$ cat src/rtl/sig_divider_pkg.sv
package sig_divider_pkg;
  // Degree of the divisor and the feedback taps (x^3 + x + 1 terms)
  localparam int SigWidth = 5;
  localparam logic [SigWidth-1:0] SigTaps = 5'b01011;
  localparam logic [SigWidth-1:0] SigGolden = 5'b01101;

  typedef struct packed {
    logic clrStb;
    logic shiftStb;
  } sigCtrl_t;
endpackage

$ cat src/rtl/sig_divider_ctrl.sv
module sig_divider_ctrl
  import sig_divider_pkg::*;
(
  input  logic     clear,
  input  logic     bitValid,
  output sigCtrl_t ctrl
);
  // Clear wins over a shift request
  always_comb begin
    ctrl.clrStb   = clear;
    ctrl.shiftStb = bitValid & ~clear;
  end
endmodule

$ cat src/rtl/sig_divider_dp.sv
module sig_divider_dp
  import sig_divider_pkg::*;
#(
  parameter int W = SigWidth,
  parameter logic [W-1:0] TAPS = SigTaps
) (
  input  logic         clk,
  input  logic         rst_n,
  input  sigCtrl_t     ctrl,
  input  logic         bitIn,
  output logic [W-1:0] state,
  output logic         quoBit,
  output logic         quoValid
);
  localparam int TopIdx = W - 1;

  logic [W-1:0] nextState;
  logic         topBit;

  assign topBit = state[TopIdx];

  // Each stage takes its lower neighbour (or the input) plus the tap term
  for (genvar i = 0; i < W; i++) begin : g_stage
    if (i == 0) begin : g_first
      assign nextState[i] = bitIn ^ (TAPS[i] & topBit);
    end else begin : g_rest
      assign nextState[i] = state[i-1] ^ (TAPS[i] & topBit);
    end
  end

  always_ff @(posedge clk or negedge rst_n) begin
    if (!rst_n) begin
      state    <= '0;
      quoBit   <= 1'b0;
      quoValid <= 1'b0;
    end else if (ctrl.clrStb) begin
      state    <= '0;
      quoBit   <= 1'b0;
      quoValid <= 1'b0;
    end else if (ctrl.shiftStb) begin
      state    <= nextState;
      quoBit   <= topBit;
      quoValid <= 1'b1;
    end else begin
      quoValid <= 1'b0;
    end
  end
endmodule

$ cat src/rtl/sig_divider.sv
module sig_divider
  import sig_divider_pkg::*;
#(
  parameter int W = SigWidth,
  parameter logic [W-1:0] TAPS = SigTaps,
  parameter logic [W-1:0] GOLDEN = SigGolden
) (
  input  logic         clk,
  input  logic         rst_n,
  input  logic         clear,
  input  logic         bitValid,
  input  logic         bitIn,
  output logic [W-1:0] signature,
  output logic         quoBit,
  output logic         quoValid,
  output logic         match
);
  sigCtrl_t ctrl;

  sig_divider_ctrl ctrl_i (
    .clear   (clear),
    .bitValid(bitValid),
    .ctrl    (ctrl)
  );

  sig_divider_dp #(.W(W), .TAPS(TAPS)) dp_i (
    .clk     (clk),
    .rst_n   (rst_n),
    .ctrl    (ctrl),
    .bitIn   (bitIn),
    .state   (signature),
    .quoBit  (quoBit),
    .quoValid(quoValid)
  );

  assign match = (signature == GOLDEN);
endmodule

$ cat config.mk
export PLATFORM = sky130hd
export DESIGN_NAME = sig_divider
export DESIGN_NICKNAME = d
export VERILOG_FILES = /design/src/rtl/sig_divider_pkg.sv /design/src/rtl/sig_divider_ctrl.sv /design/src/rtl/sig_divider_dp.sv /design/src/rtl/sig_divider.sv
export SDC_FILE = /design/constraint.sdc
export NUM_CORES = 1
export LEC_CHECK = 0
export BUFFER_PORTS_ARGS = -buffer_cell sky130_fd_sc_hd__buf_4
export CAP_MARGIN = 20
export CELL_PAD_IN_SITES_DETAIL_PLACEMENT = 0
export CELL_PAD_IN_SITES_GLOBAL_PLACEMENT = 1
export CORE_AREA = 8 8 45 47
export CTS_CLUSTER_DIAMETER = 40
export DETAILED_ROUTE_END_ITERATION = 6
export DIE_AREA = 0 0 53 55
export PLACE_DENSITY = 0.67
export SLEW_MARGIN = 10
export SYNTH_ARGS = -nofsm -noshare
export SYNTH_HDL_FRONTEND = slang
export SYNTH_HIERARCHICAL = 1
export SYNTH_SLANG_ARGS = --single-unit
$ cat constraint.sdc
create_clock -name clk -period 0.95 [get_ports clk]
set_clock_uncertainty 0.05 [all_clocks]
set_input_delay 0.1425 -clock clk [delete_from_list [all_inputs] [get_ports clk]]
set_output_delay 0.1425 -clock clk [all_outputs]
set_load 0.005 [all_outputs]
-- After elaboration in Yosys (flattened, before gate mapping)
Cells that the tools add are included.
- flip-flop bits (word level): 7
- latch bits: 0
- bits in writable memories: 0
- memory bits (read-only): 0
- memories kept: 0
- $add $sub $neg: 0
- multiply operators: 0
- div/mod/pow operators: 0
- magnitude comparators: 0
- equality and inequality tests: 1
- shift operators: 0
- mux-type cells: 6
- bitwise gates (word level): 5
- reductions and logical operators: 1
- operators by type and width (kind ; count):
    $mux 5 ; 2
    $eq 5x4->1 const B ; 1
    $mux 1 ; 4
    $xor 1x1->1 ; 3
    $reduce_bool 2->1 ; 1
    $and 1x1->1 ; 1
    $not 1->1 ; 1

-- Logic depth before layout (Yosys ltp)
Gate-level depths: netlist of the first run.
- word-level depth: 4
- depth in mapped cells: 4

-- Modules after synthesis
Netlist of the first run, hierarchy kept.
- by module, submodules not included (module ; times used ; cells each ; area each (um^2) ; seq. area each (um^2)):
    sig_divider_dp ; 1 ; 25 ; 292.8 ; 175.2
    sig_divider_ctrl ; 1 ; 2 ; 21.3 ; 0.0
    sig_divider ; 1 ; 2 ; 12.5 ; 0.0

-- Least setup slack after synthesis of the first run
No wires, ideal clock.
- kind: flip-flop to flip-flop
- from: register dp_i.state[4]
- to: register dp_i.state[0]
- setup time: 94 ps
- data arrival time: 853 ps
- path slack: -47 ps
- stages on the path, launching flop included: 4
- path through: dfrtp_1 > clkbuf_2 > xnor2_1 > a211oi_1
- cells in the longest elaborated chain, start to end: 3
- ends and longest elaborated chain (what ; RTL line ; text):
    start, declared ; sig_divider_dp.sv:11 ; output logic [W-1:0] state,
    start signal, assigned ; sig_divider_dp.sv:41 ; state <= nextState;
    $xor 1x1->1 ; sig_divider_dp.sv:25 ; assign nextState[i] = bitIn ^ (TAPS[i] & topBit);
    $mux 5 ; sig_divider_dp.sv:40 ; end else if (ctrl.shiftStb) begin
    $mux 5 ; sig_divider_dp.sv:36 ; end else if (ctrl.clrStb) begin
No other way between the ends. The select of a mux whose other input is x is not followed.
A chain may end at the register's enable or synchronous reset.

-- Final worst setup path of the first run
- from: register dp_i.state[4]
- to: output match
- cells in the longest elaborated chain, start to end: 1
- ends and longest elaborated chain (what ; RTL line ; text):
    $eq 5x4->1 ; sig_divider.sv:36 ; assign match = (signature == GOLDEN);
    end, declared ; sig_divider.sv:16 ; output logic match
No other way between the ends.

==> qor.csv, run 1 <==
metric,value,unit
r2r_cells,4,
num_vias,285,
rows,14,
wl_per_cell,10.8,um
clock_sinks,7,
antenna_found_initial,0,
routed_wl,756,um
cts.path.max_buffers,2,
syn_inst,29,
grt_start_max_net_pins,10,
tightest_slew,0.253,ns
drive_gt1_share,53.7,%
path_cells,nand4b_1 -> nor2_1 -> buf_4,
layout_common_cells,"buf_4 (13), buf_6 (10), nor2_1 (7), dfrtp_1 (7)",
h-tree-depth,1,
drt.antenna.violating_nets,0,
final_cells,70,
final_common_cell,buf_4,
placed_area,457,um^2
final-hold-violation-count,0,
dpl.cell_count,59,
crit_path_max_fanout,2,
fin_nets,60,
ys_ff_latch,7,
p_leak,0.287,nW
areaGrowthSynthToFinish,80.1,%
final-max-slew-violation-count,0,
yosysTopAreaCell,dfrtp_1,
diodes,0,
timing.fmax,856,MHz
ir_worst_vdd,0.000521,V
pre_cts_slack,-0.0643,ns
p_per_area,1210,nW/um^2
cts_root_buffer,clkbuf_4,
clkLatencyLatePin,0.24,ns
final_design_area_no_fill,588,um^2
drt_iter0_markers,8,
via_per_inst,4.07,
netlist_area,327,um^2
timing.final.crit_share,123,%
ys_types,11,
setup_violations,11,
cp-end-kind,output pin,
ys_seq_area_share,53.6,%
rsz0062_at_grt,true,
ys_warn_count,6,
grt_pass1_vias,281,
status,finished with violations,
avgSynthCellArea,11.3,um^2
fp.dieW,53,um
cts_buffers,3,
failed_checks,negative setup slack,
crit_required,0.76,ns
port_buffers,12,
hold_path.class,input port to flop,
drv_cap,0,
synth_top_area_share,53.6,%
coreArea,1380,um^2
die_h,55,um
crit_arrival,0.98,ns
dr.pass1.iters,4,
start_kind,flop,
fin_util,42.5,%
start_util,23.6,%
place_congestion,0.712,
post-route-drc-count,0,
setup_ws,-0.218,ns
grt_overflow,0,
post-route-min-period,1.17,ns
hold-path-cell-count,3,
ios,13,
slew_headroom,83.1,%
cts.clk_slew.worst_paths,0.05,ns
dieArea,2920,um^2
worstSetupPathType,flop to output pin,
crit_slowest_cell,dfrtp_1,
synth_fp_nets,34,
grt_pass1_wl,1190,um
critPathMaxStageDelay,0.36,ns
synthTopCellsByArea,"dfrtp_1 (54%), mux2i_1 (9.2%), nor2_1 (8.0%), xnor2_1 (8.0%), a211oi_1 (6.9%)",
cts_tree,built,
nFillCells,134,
grt_use_total,5.71,%
flip-flops by register name, indices dropped and copies added, names as in the netlist:
signal         flops
dp_i/state         5
dp_i/quoBit        1
dp_i/quoValid      1
synthesized netlist by cell type:
master / n
dfrtp_1: 7
nor2_1: 7
a211oi_1: 3
mux2i_1: 3
xnor2_1: 3
buf_2: 1
buf_4: 1
clkbuf_2: 1
nand4b_1: 1
nor2b_1: 1
nor2b_4: 1
final timing paths:
| check | slack (ns) | end | from |
|---|---|---|---|
| max | -0.22 | match | dp_i/state[4] |
| min | 0.13 | dp_i/state[0] | bitIn |
| max reg2reg | -0.16 | dp_i/state[3] | dp_i/state[4] |
| min reg2reg | 0.51 | dp_i/quoBit | dp_i/quoBit |
| max in group asynchronous | 0.53 | dp_i/state[4] | rst_n |
| min in group asynchronous | 0.20 | dp_i/quoValid | rst_n |
per-layer routing:
metal  routed length [um]  global-route usage (%)
met5                    0                       0
met4                    0                    3.88
met3                  101                    2.94
met2                  312                    7.81
met1                  342                    6.77
area by class of cell:
class	count	area (um^2)	share of cell area [%]
clock buffer	4	26.3	4.47
tap	16	20.0	3.40
timing repair buffer	24	220	37.4
sequential	7	175	29.8
multi-input combinational	19	146	24.9
per-stage QoR:
stage	power [W]	TNS, ns	hold slack (ns)
floorplan	0.000368	-0.0397	-0.203
global placement	0.000418	-0.0779	-0.0887
detailed placement	0.000418	-0.172	-0.0881
CTS	0.000717	-1.33	0.131
global route	0.000761	-1.68	0.124
finish	0.000709	-1.23	0.130
worst max-delay path: cells and delay by family (launching register included):
family	cells	cell delay (ns)
buf+inv	1	0.11
flops	1	0.36
simple gates	2	0.26
report_power, final:
| group | switching (W) | internal, W |
|---|---|---|
| clock | 0.0000971 | 0.000160 |
| sequential | 0.00000862 | 0.000310 |
| combinational | 0.0000505 | 0.0000829 |
| total | 0.000156 | 0.000553 |
cell families (layout without fill, tap and decap cells):
| family | count (synthesis) | count (layout) | synth area share, % |
|---|---|---|---|
| AOI/OAI and AO/OA | 3 | 3 | 6.90 |
| xor gates and xnor gates | 3 | 3 | 8.05 |
| buffers and inverters | 3 | 28 | 5.36 |
| DFF | 7 | 7 | 53.6 |
| muxes | 3 | 3 | 9.20 |
| and+or+nand+nor | 10 | 10 | 16.9 |
timing repair:
action	in CTS	in global routing
setup buffers	6	0
hold buffers	1	0
setup endpoints to repair	10	13
gates resized for setup	9	3
hold endpoints to repair	7	0
Note: power is estimated with default switching activity, not from simulation.
==> run 2, diff against run 1 <==
--- a/config.mk
+++ b/config.mk
@@ -5,15 +5,15 @@
 export SDC_FILE = /design/constraint.sdc
 export NUM_CORES = 1
 export LEC_CHECK = 0
+export ABC_AREA = 1
 export BUFFER_PORTS_ARGS = -buffer_cell sky130_fd_sc_hd__buf_4
 export CAP_MARGIN = 20
 export CELL_PAD_IN_SITES_DETAIL_PLACEMENT = 0
 export CELL_PAD_IN_SITES_GLOBAL_PLACEMENT = 1
-export CORE_AREA = 8 8 45 47
-export CTS_CLUSTER_DIAMETER = 40
+export CORE_MARGIN = 8
+export CORE_UTILIZATION = 27
 export DETAILED_ROUTE_END_ITERATION = 6
-export DIE_AREA = 0 0 53 55
-export PLACE_DENSITY = 0.67
+export PLACE_DENSITY = 0.74
 export SLEW_MARGIN = 10
 export SYNTH_ARGS = -nofsm -noshare
 export SYNTH_HDL_FRONTEND = slang
==> run 2 against run 1 <==
Against the previous run:
- core utilization is 3.7 points higher
- cell count is 20% higher
- worst setup slack better by 0.032 ns
- via count is 20% higher
- routed wire length is 9.3% higher
- combinational power is 47% lower
- the run still ends with negative setup slack left
- total power is 9.0% lower
- critical path depth is 1 higher
- synthesized cell count is 55% higher
- sequential share of layout area is 0.13 points higher
- sequential cell count stayed put
==> qor.csv, run 2 <==
metric,value,unit,change
hold_end,dp_i/quoValid,,was dp_i/state[0]
start_util,28.1,%,was 23.6%
min_from,clear,,was bitIn
dieArea,2740,um^2,was 2920 um^2
hold_path.class,input port to flop,,unchanged
yosysTopAreaCell,dfrtp_1,,unchanged
cts_root_buffer,clkbuf_4,,unchanged
path_buf_inv,2,,was 1
grt_start_max_net_pins,8,,was 10
timing.fmax,880,MHz,was 856 MHz
crit_required,0.76,ns,about the same
multi_input_area,140,um^2,was 146 um^2
ys_types,10,,was 11
drv_cap,0,,unchanged
synth.area.mux_share,0,%,was 9.20%
synth_ff_type,dfrtp_1,,unchanged
crit_arrival,0.94,ns,was 0.98 ns
synthSimpleGateAreaFrac,34.4,%,was 16.9%
cell_internal_pwr,0.000499,W,was 0.000553 W
h-tree-depth,1,,unchanged
drt_iter0_markers,9,,was 8
yosysMostFrequentCell,nand2_1,,
ys_warn_count,6,,unchanged
synth_xor_area_share,0,%,was 8.05%
drt.antenna.violating_nets,0,,unchanged
swShare,22.8,%,was 22.0%
crit_slowest_cell,dfrtp_1,,unchanged
p_per_area,1100,nW/um^2,was 1210 nW/um^2
seq_power_share,47.5,%,was 45.0%
fp.dieW,52.3,um,was 53 um
r2r_start,dp_i/state[4],,unchanged
cts_tree,built,,unchanged
diodes,0,,unchanged
status,finished with violations,,unchanged
routed_wl,826,um,was 756 um
largest_reg_flops,5,,unchanged
crit_path_max_fanout,3,,was 2
setup_ws,-0.186,ns,was -0.218 ns
largest-register,dp_i/state,,unchanged
cpLargestDelayFamily,flip-flops,,unchanged
layout_common_cells,"nand2_1 (18), buf_4 (13), dfrtp_1 (7), buf_6 (7), inv_1 (6)",,"was buf_4 (13), buf_6 (10), nor2_1 (7), dfrtp_1 (7)"
setup_violations,9,,was 11
worstSetupPathType,flop to output pin,,unchanged
ios,13,,unchanged
wl_per_cell,9.83,um,was 10.8 um
synth_edf_count,0,,unchanged
r2r_slack,-0.09,ns,was -0.16 ns
fin_util,46.2,%,was 42.5%
num_vias,341,,was 285
grt_pass1_wl,1270,um,was 1190 um
path_cells,inv_1 -> nand3_2 -> nor2_2 -> buf_4,,was nand4b_1 -> nor2_1 -> buf_4
clock_sinks,7,,unchanged
synthArstFlopShare,100,%,unchanged
rows,13,,was 14
dr.pass1.iters,4,,unchanged
die_h,52.3,um,was 55 um
r2r_cells,6,,was 4
synth_top_area_share,49.1,%,was 53.6%
failed_checks,negative setup slack,,unchanged
place_congestion,0.723,,was 0.712
fin_nets,75,,was 60
ir_worst_vdd,0.000315,V,was 0.000521 V
p_comb_share,10.8,%,was 18.8%
final-hold-violation-count,0,,unchanged
final_common_cell,nand2_1,,was buf_4
dp_hpwl,618,um,
post-route-drc-count,0,,unchanged
drive_gt1_share,47.8,%,was 53.7%
port_buffers,12,,unchanged
ys_top_cells_by_count,"nand2_1 (18), dfrtp_1 (7), inv_1 (7)",,"was dfrtp_1 (7), nor2_1 (7), a211oi_1 (3), mux2i_1 (3), xnor2_1 (3)"
p_switching,0.000147,W,was 0.000156 W
clkLatencyLatePin,0.25,ns,was 0.24 ns
power.share.clock,41.7,%,was 36.2%
via_per_inst,4.06,,was 4.07
synth_compound_area_share,4.91,%,was 6.90%
synth_top_family_by_area,simple AND/OR/NAND/NOR gates,,unchanged
grt_overflow,0,,unchanged
largestRegisters,"dp_i/state: 5 flops, dp_i/quoBit: 1 flops, dp_i/quoValid: 1 flops",,unchanged
final-max-slew-violation-count,0,,unchanged
final_cells,84,,was 70
avgSynthCellArea,7.92,um^2,was 11.3 um^2
tightest_slew,0.247,ns,was 0.253 ns
cts.path.max_buffers,2,,unchanged
hold-path-cell-count,2,,was 3
ys_seq_area_share,49.1,%,was 53.6%
regToRegEndpoint,dp_i/state[0],,was dp_i/state[3]
netlist_area,357,um^2,was 327 um^2
grt_pass1_vias,308,,was 281
cp-end-kind,output pin,,unchanged
slew_headroom,83.5,%,was 83.1%
antenna_found_initial,0,,unchanged
start_kind,flop,,unchanged
critPathMaxStageDelay,0.39,ns,was 0.36 ns
ys_ff_latch,7,,unchanged
cts.clk_slew.worst_paths,0.06,ns,was 0.05 ns
dpl.cell_count,73,,was 59
areaGrowthSynthToFinish,64.2,%,was 80.1%
rsz0062_at_grt,true,,unchanged
synth_fp_nets,50,,was 34
nFillCells,128,,was 134
p_leak,0.317,nW,was 0.287 nW
post-route-min-period,1.14,ns,was 1.17 ns
grt_use_total,6.50,%,was 5.71%
synth_adder_area_share,0,%,unchanged
coreArea,1270,um^2,was 1380 um^2
cts_buffers,3,,unchanged
seqCellArea,175,um^2,unchanged
synthTopCellsByArea,"dfrtp_1 (49%), nand2_1 (19%), inv_1 (7.4%), nor2_2 (5.3%), o21ai_2 (4.9%)",,"was dfrtp_1 (54%), mux2i_1 (9.2%), nor2_1 (8.0%), xnor2_1 (8.0%), a211oi_1 (6.9%)"
timing.final.crit_share,120,%,was 123%
syn_inst,45,,was 29
==> run 2: worst max-delay path by stage <==
stage / startpoint / slack, ns / endpoint / depth (start not counted)
2_1_floorplan: dp_i/state[4] / 0.10 / dp_i/state[1] / 4
3_3_place_gp: clear / 0.04 / dp_i/state[0] / 6
3_5_place_dp: dp_i/state[4] / 0.03 / match / 4
4_1_cts: dp_i/state[4] / -0.20 / match / 4
5_1_grt: dp_i/state[4] / -0.25 / match / 4
6_report: dp_i/state[4] / -0.19 / match / 4
==> run 2: power groups by stage <==
| stage | logic [W] | registers, W | clock network, W |
|---|---|---|---|
| after global placement | 0.0000588 | 0.000312 | 0 |
| after floorplan | 0.0000282 | 0.000313 | 0 |
| after detailed placement | 0.0000579 | 0.000312 | 0 |
| after global routing | 0.0000778 | 0.000307 | 0.000297 |
| after CTS | 0.0000684 | 0.000306 | 0.000280 |
| final | 0.0000699 | 0.000307 | 0.000269 |
==> run 2: timing repair <==
action | CTS | global route
endpoints found under the setup margin | 7 | 11
buffers inserted | 5 | 1
endpoints found under the hold margin | 7 | 0
gates resized for setup | 6 | 4
hold buffers | 1 | 0
==> run 2: routing by layer <==
| metal | GRT usage (%) | share of wire [%] | vias up |
|---|---|---|---|
| met2 | 8.50 | 46 | 12 |
| met3 | 4.55 | 15 | 0 |
| met1 | 6.99 | 40 | 148 |
| li1 | - | - | 181 |
| met5 | 0 | 0 | - |
| met4 | 5.17 | 0 | 0 |
==> run 2: cells by family (layout without fill, tap and decap cells) <==
group                  Yosys count  in the layout
and+or+nand+nor                 26             26
DFF                              7              7
AOI/OAI and AO/OA                2              2
buffers and inverters           10             34
==> run 2: metrics by stage <==
stage | hold WS, ns | TNS (ns) | setup WS [ns] | power (W) | area [um^2]
2_1_floorplan | -0.203 | 0 | 0.103 | 0.000341 | 357
3_3_place_gp | -0.0869 | 0 | 0.0386 | 0.000371 | 473
3_5_place_dp | -0.0880 | 0 | 0.0271 | 0.000370 | 473
4_1_cts | 0.0460 | -0.586 | -0.202 | 0.000655 | 564
5_1_grt | 0.0482 | -1.12 | -0.252 | 0.000681 | 586
6_report | 0.0526 | -0.746 | -0.186 | 0.000646 | 586
==> run 2: layout make-up <==
| cell class | instances | share of cell area, % |
|---|---|---|
| Timing Repair Buffer | 21 | 31.8 |
| Sequential cell | 7 | 29.9 |
| Inverter | 9 | 6.62 |
| Tap cell | 15 | 3.21 |
| Clock buffer | 4 | 4.49 |
| Multi-Input combinational cell | 28 | 23.9 |
==> run 2: worst register-to-register path, stage by stage (launching register included) <==
cell and delay [ns]:
dfrtp_1 0.39, buf_4 0.15, buf_6 0.12, inv_6 0.05, nand2_1 0.04, nand3_1 0.08
nand2_1 0.05
==> run 3, diff against run 2 <==
==> constraint.sdc (replaced) <==
create_clock -name clk -period 0.95 [get_ports clk]
set_clock_uncertainty 0.05 [all_clocks]
set_input_delay 0.095 -clock clk [delete_from_list [all_inputs] [get_ports clk]]
set_output_delay 0.095 -clock clk [all_outputs]
set_load 0.005 [all_outputs]
==> run 3 against run 2 <==
Against the previous run:
- the flow still finishes with violations (negative setup slack)
- first-iteration DRC count decreased by 67%
- cell count up 2.4%
- total power rose by 0.47%
- count of clock-buffer cells in the layout unchanged
- die area is the same
- clock power hardly changed
- maximum frequency grew 4.4%
- global-route usage grew 0.56 points
- sequential share of layout area fell by 0.66 points
- critical path depth unchanged
- register-to-register slack is essentially flat
- worst hold slack got worse by 0.037 ns
- critical path type unchanged
- highest routed layer is now met4
==> qor.csv, run 3 (synthesis gave the netlist of run 2 again) <==
metric,value,unit,change
dieArea,2740,um^2,unchanged
fp.dieW,52.3,um,unchanged
crit_required,0.81,ns,was 0.76 ns
drt.antenna.violating_nets,0,,unchanged
grt_overflow,0,,unchanged
crit_path_max_fanout,3,,unchanged
cp-end-kind,output pin,,unchanged
r2r_cells,6,,unchanged
drive_gt1_share,53.5,%,was 47.8%
pre_cts_slack,0.0414,ns,was 0.0271 ns
nFillCells,131,,was 128
p_per_area,1080,nW/um^2,was 1100 nW/um^2
largest-register,dp_i/state,,unchanged
cell_internal_pwr,0.000501,W,was 0.000499 W
failed_checks,negative setup slack,,unchanged
setup_ws,-0.139,ns,was -0.186 ns
multi_input_area,145,um^2,was 140 um^2
regToRegEndpoint,dp_i/state[0],,unchanged
cts_root_buffer,clkbuf_4,,unchanged
die_h,52.3,um,unchanged
tightest_slew,0.228,ns,was 0.247 ns
crit_arrival,0.94,ns,about the same
power.share.clock,41.4,%,was 41.7%
timing.fmax,918,MHz,was 880 MHz
via_per_inst,4.00,,was 4.06
seq_power_share,47.3,%,was 47.5%
diodes,0,,unchanged
worstSetupPathType,flop to output pin,,unchanged
dr.pass1.iters,5,,was 4
antenna_found_initial,0,,unchanged
num_vias,344,,was 341
dp_hpwl,613,um,was 618 um
grt_pass1_vias,339,,was 308
critPathLaunch,dp_i/state[4],,unchanged
port_buffers,12,,unchanged
cts.clk_slew.worst_paths,0.05,ns,was 0.06 ns
grt_pass1_wl,1390,um,was 1270 um
final-hold-violation-count,0,,unchanged
drv_cap,0,,unchanged
status,finished with violations,,unchanged
post-route-min-period,1.09,ns,was 1.14 ns
layout_common_cells,"nand2_1 (16), buf_4 (16), inv_1 (6), dfrtp_1 (6), buf_6 (6)",,"was nand2_1 (18), buf_4 (13), dfrtp_1 (7), buf_6 (7), inv_1 (6)"
endpoint,match,,unchanged
start_kind,flop,,unchanged
post-route-drc-count,0,,unchanged
drt_iter0_markers,3,,was 9
cts_buffers,3,,unchanged
coreArea,1270,um^2,unchanged
grt_start_max_net_pins,8,,unchanged
fin_nets,77,,was 75
hold_path.class,input port to flop,,unchanged
wl_per_cell,9.69,um,was 9.83 um
cts_tree,built,,unchanged
clkLatencyLatePin,0.25,ns,about the same
routed_wl,833,um,was 826 um
tns,-0.752,ns,was -0.746 ns
r2r_start,dp_i/state[4],,unchanged
seqCellArea,176,um^2,was 175 um^2
areaGrowthSynthToFinish,69.1,%,was 64.2%
cts.path.max_buffers,2,,unchanged
p_comb_share,11.3,%,was 10.8%
largest_reg_flops,5,,unchanged
p_leak,0.326,nW,was 0.317 nW
start_util,28.1,%,unchanged
p_switching,0.000147,W,about the same
rsz0062_at_grt,true,,unchanged
h-tree-depth,1,,unchanged
timing.final.crit_share,115,%,was 120%
clock_sinks,7,,unchanged
grt_use_total,7.06,%,was 6.50%
ios,13,,unchanged
swShare,22.7,%,was 22.8%
place_congestion,0.725,,was 0.723
rows,13,,unchanged
ir_worst_vdd,0.000506,V,was 0.000315 V
slew_headroom,84.8,%,was 83.5%
final-max-slew-violation-count,0,,unchanged
setup_violations,8,,was 9
largestRegisters,"dp_i/state: 5 flops, dp_i/quoBit: 1 flops, dp_i/quoValid: 1 flops",,unchanged
r2r_slack,-0.09,ns,about the same
[run 3: cell types whose count changed in the layout (fill, tap and decap cells not counted), sizes merged]
cell | previous run | this run
buf | 20 | 22
[run 3: per-stage QoR]
step                      hold slack [ns]  instances  utilization [%]  total power, W  instance area, um^2
final                              0.0157         86             47.5        0.000649                  603
after detailed placement           -0.134         71             36.1        0.000370                  458
after floorplan                    -0.251         45                -        0.000341                  357
after global routing              0.00622         86             47.5        0.000702                  603
after global placement             -0.134         71             36.1        0.000369                  458
after CTS                       -0.000654         83             44.3        0.000663                  562
[run 3: per-layer routing]
layer	vias to the layer above	track usage (%)	part of all wire [%]
met1	146	8.25	47
met5	-	0	0
met2	10	9.09	42
met4	0	5.17	1.4
met3	2	4.26	9.4
li1	186	-	-
[run 3: timing repair]
action / in CTS / in global routing
pin swaps: 0 / 2
hold endpoints to repair: 8 / 0
setup endpoints to repair: 6 / 10
buffers inserted: 7 / 3
resized for setup: 6 / 6
hold buffers: 1 / 0
[run 3: critical path, stage by stage, from the launching register on]
cell	delay (ns)
dfrtp_2	0.42
inv_2	0.05
nand3_2	0.05
nor2_2	0.07
buf_4	0.11
[run 3: power groups by stage]
stage                     combinational, W  sequential (W)  clock (W)
final                            0.0000733        0.000307   0.000268
after global routing             0.0000822        0.000307   0.000313
after global placement           0.0000569        0.000313          0
after CTS                        0.0000691        0.000307   0.000288
after detailed placement         0.0000569        0.000313          0
after floorplan                  0.0000282        0.000313          0
[run 3: layout make-up]
| type | count | share of cell area [%] |
|---|---|---|
| clock buffer | 4 | 4.36 |
| multi-input combinational | 28 | 24.1 |
| inverter | 9 | 6.43 |
| sequential | 7 | 29.3 |
| tap | 15 | 3.11 |
| timing repair buffer | 23 | 32.8 |
[run 3: how the worst min path moves through the flow]
stage                from       endpoint  slack, ns  depth (start not counted)
CTS                 clear  dp_i/quoValid    -0.0007                          2
finish              clear  dp_i/quoValid       0.02                          2
global placement    rst_n  dp_i/state[3]      -0.13                          1
detailed placement  rst_n  dp_i/state[3]      -0.13                          1
floorplan           rst_n    dp_i/quoBit      -0.25                          0
global route        clear  dp_i/quoValid      0.006                          2
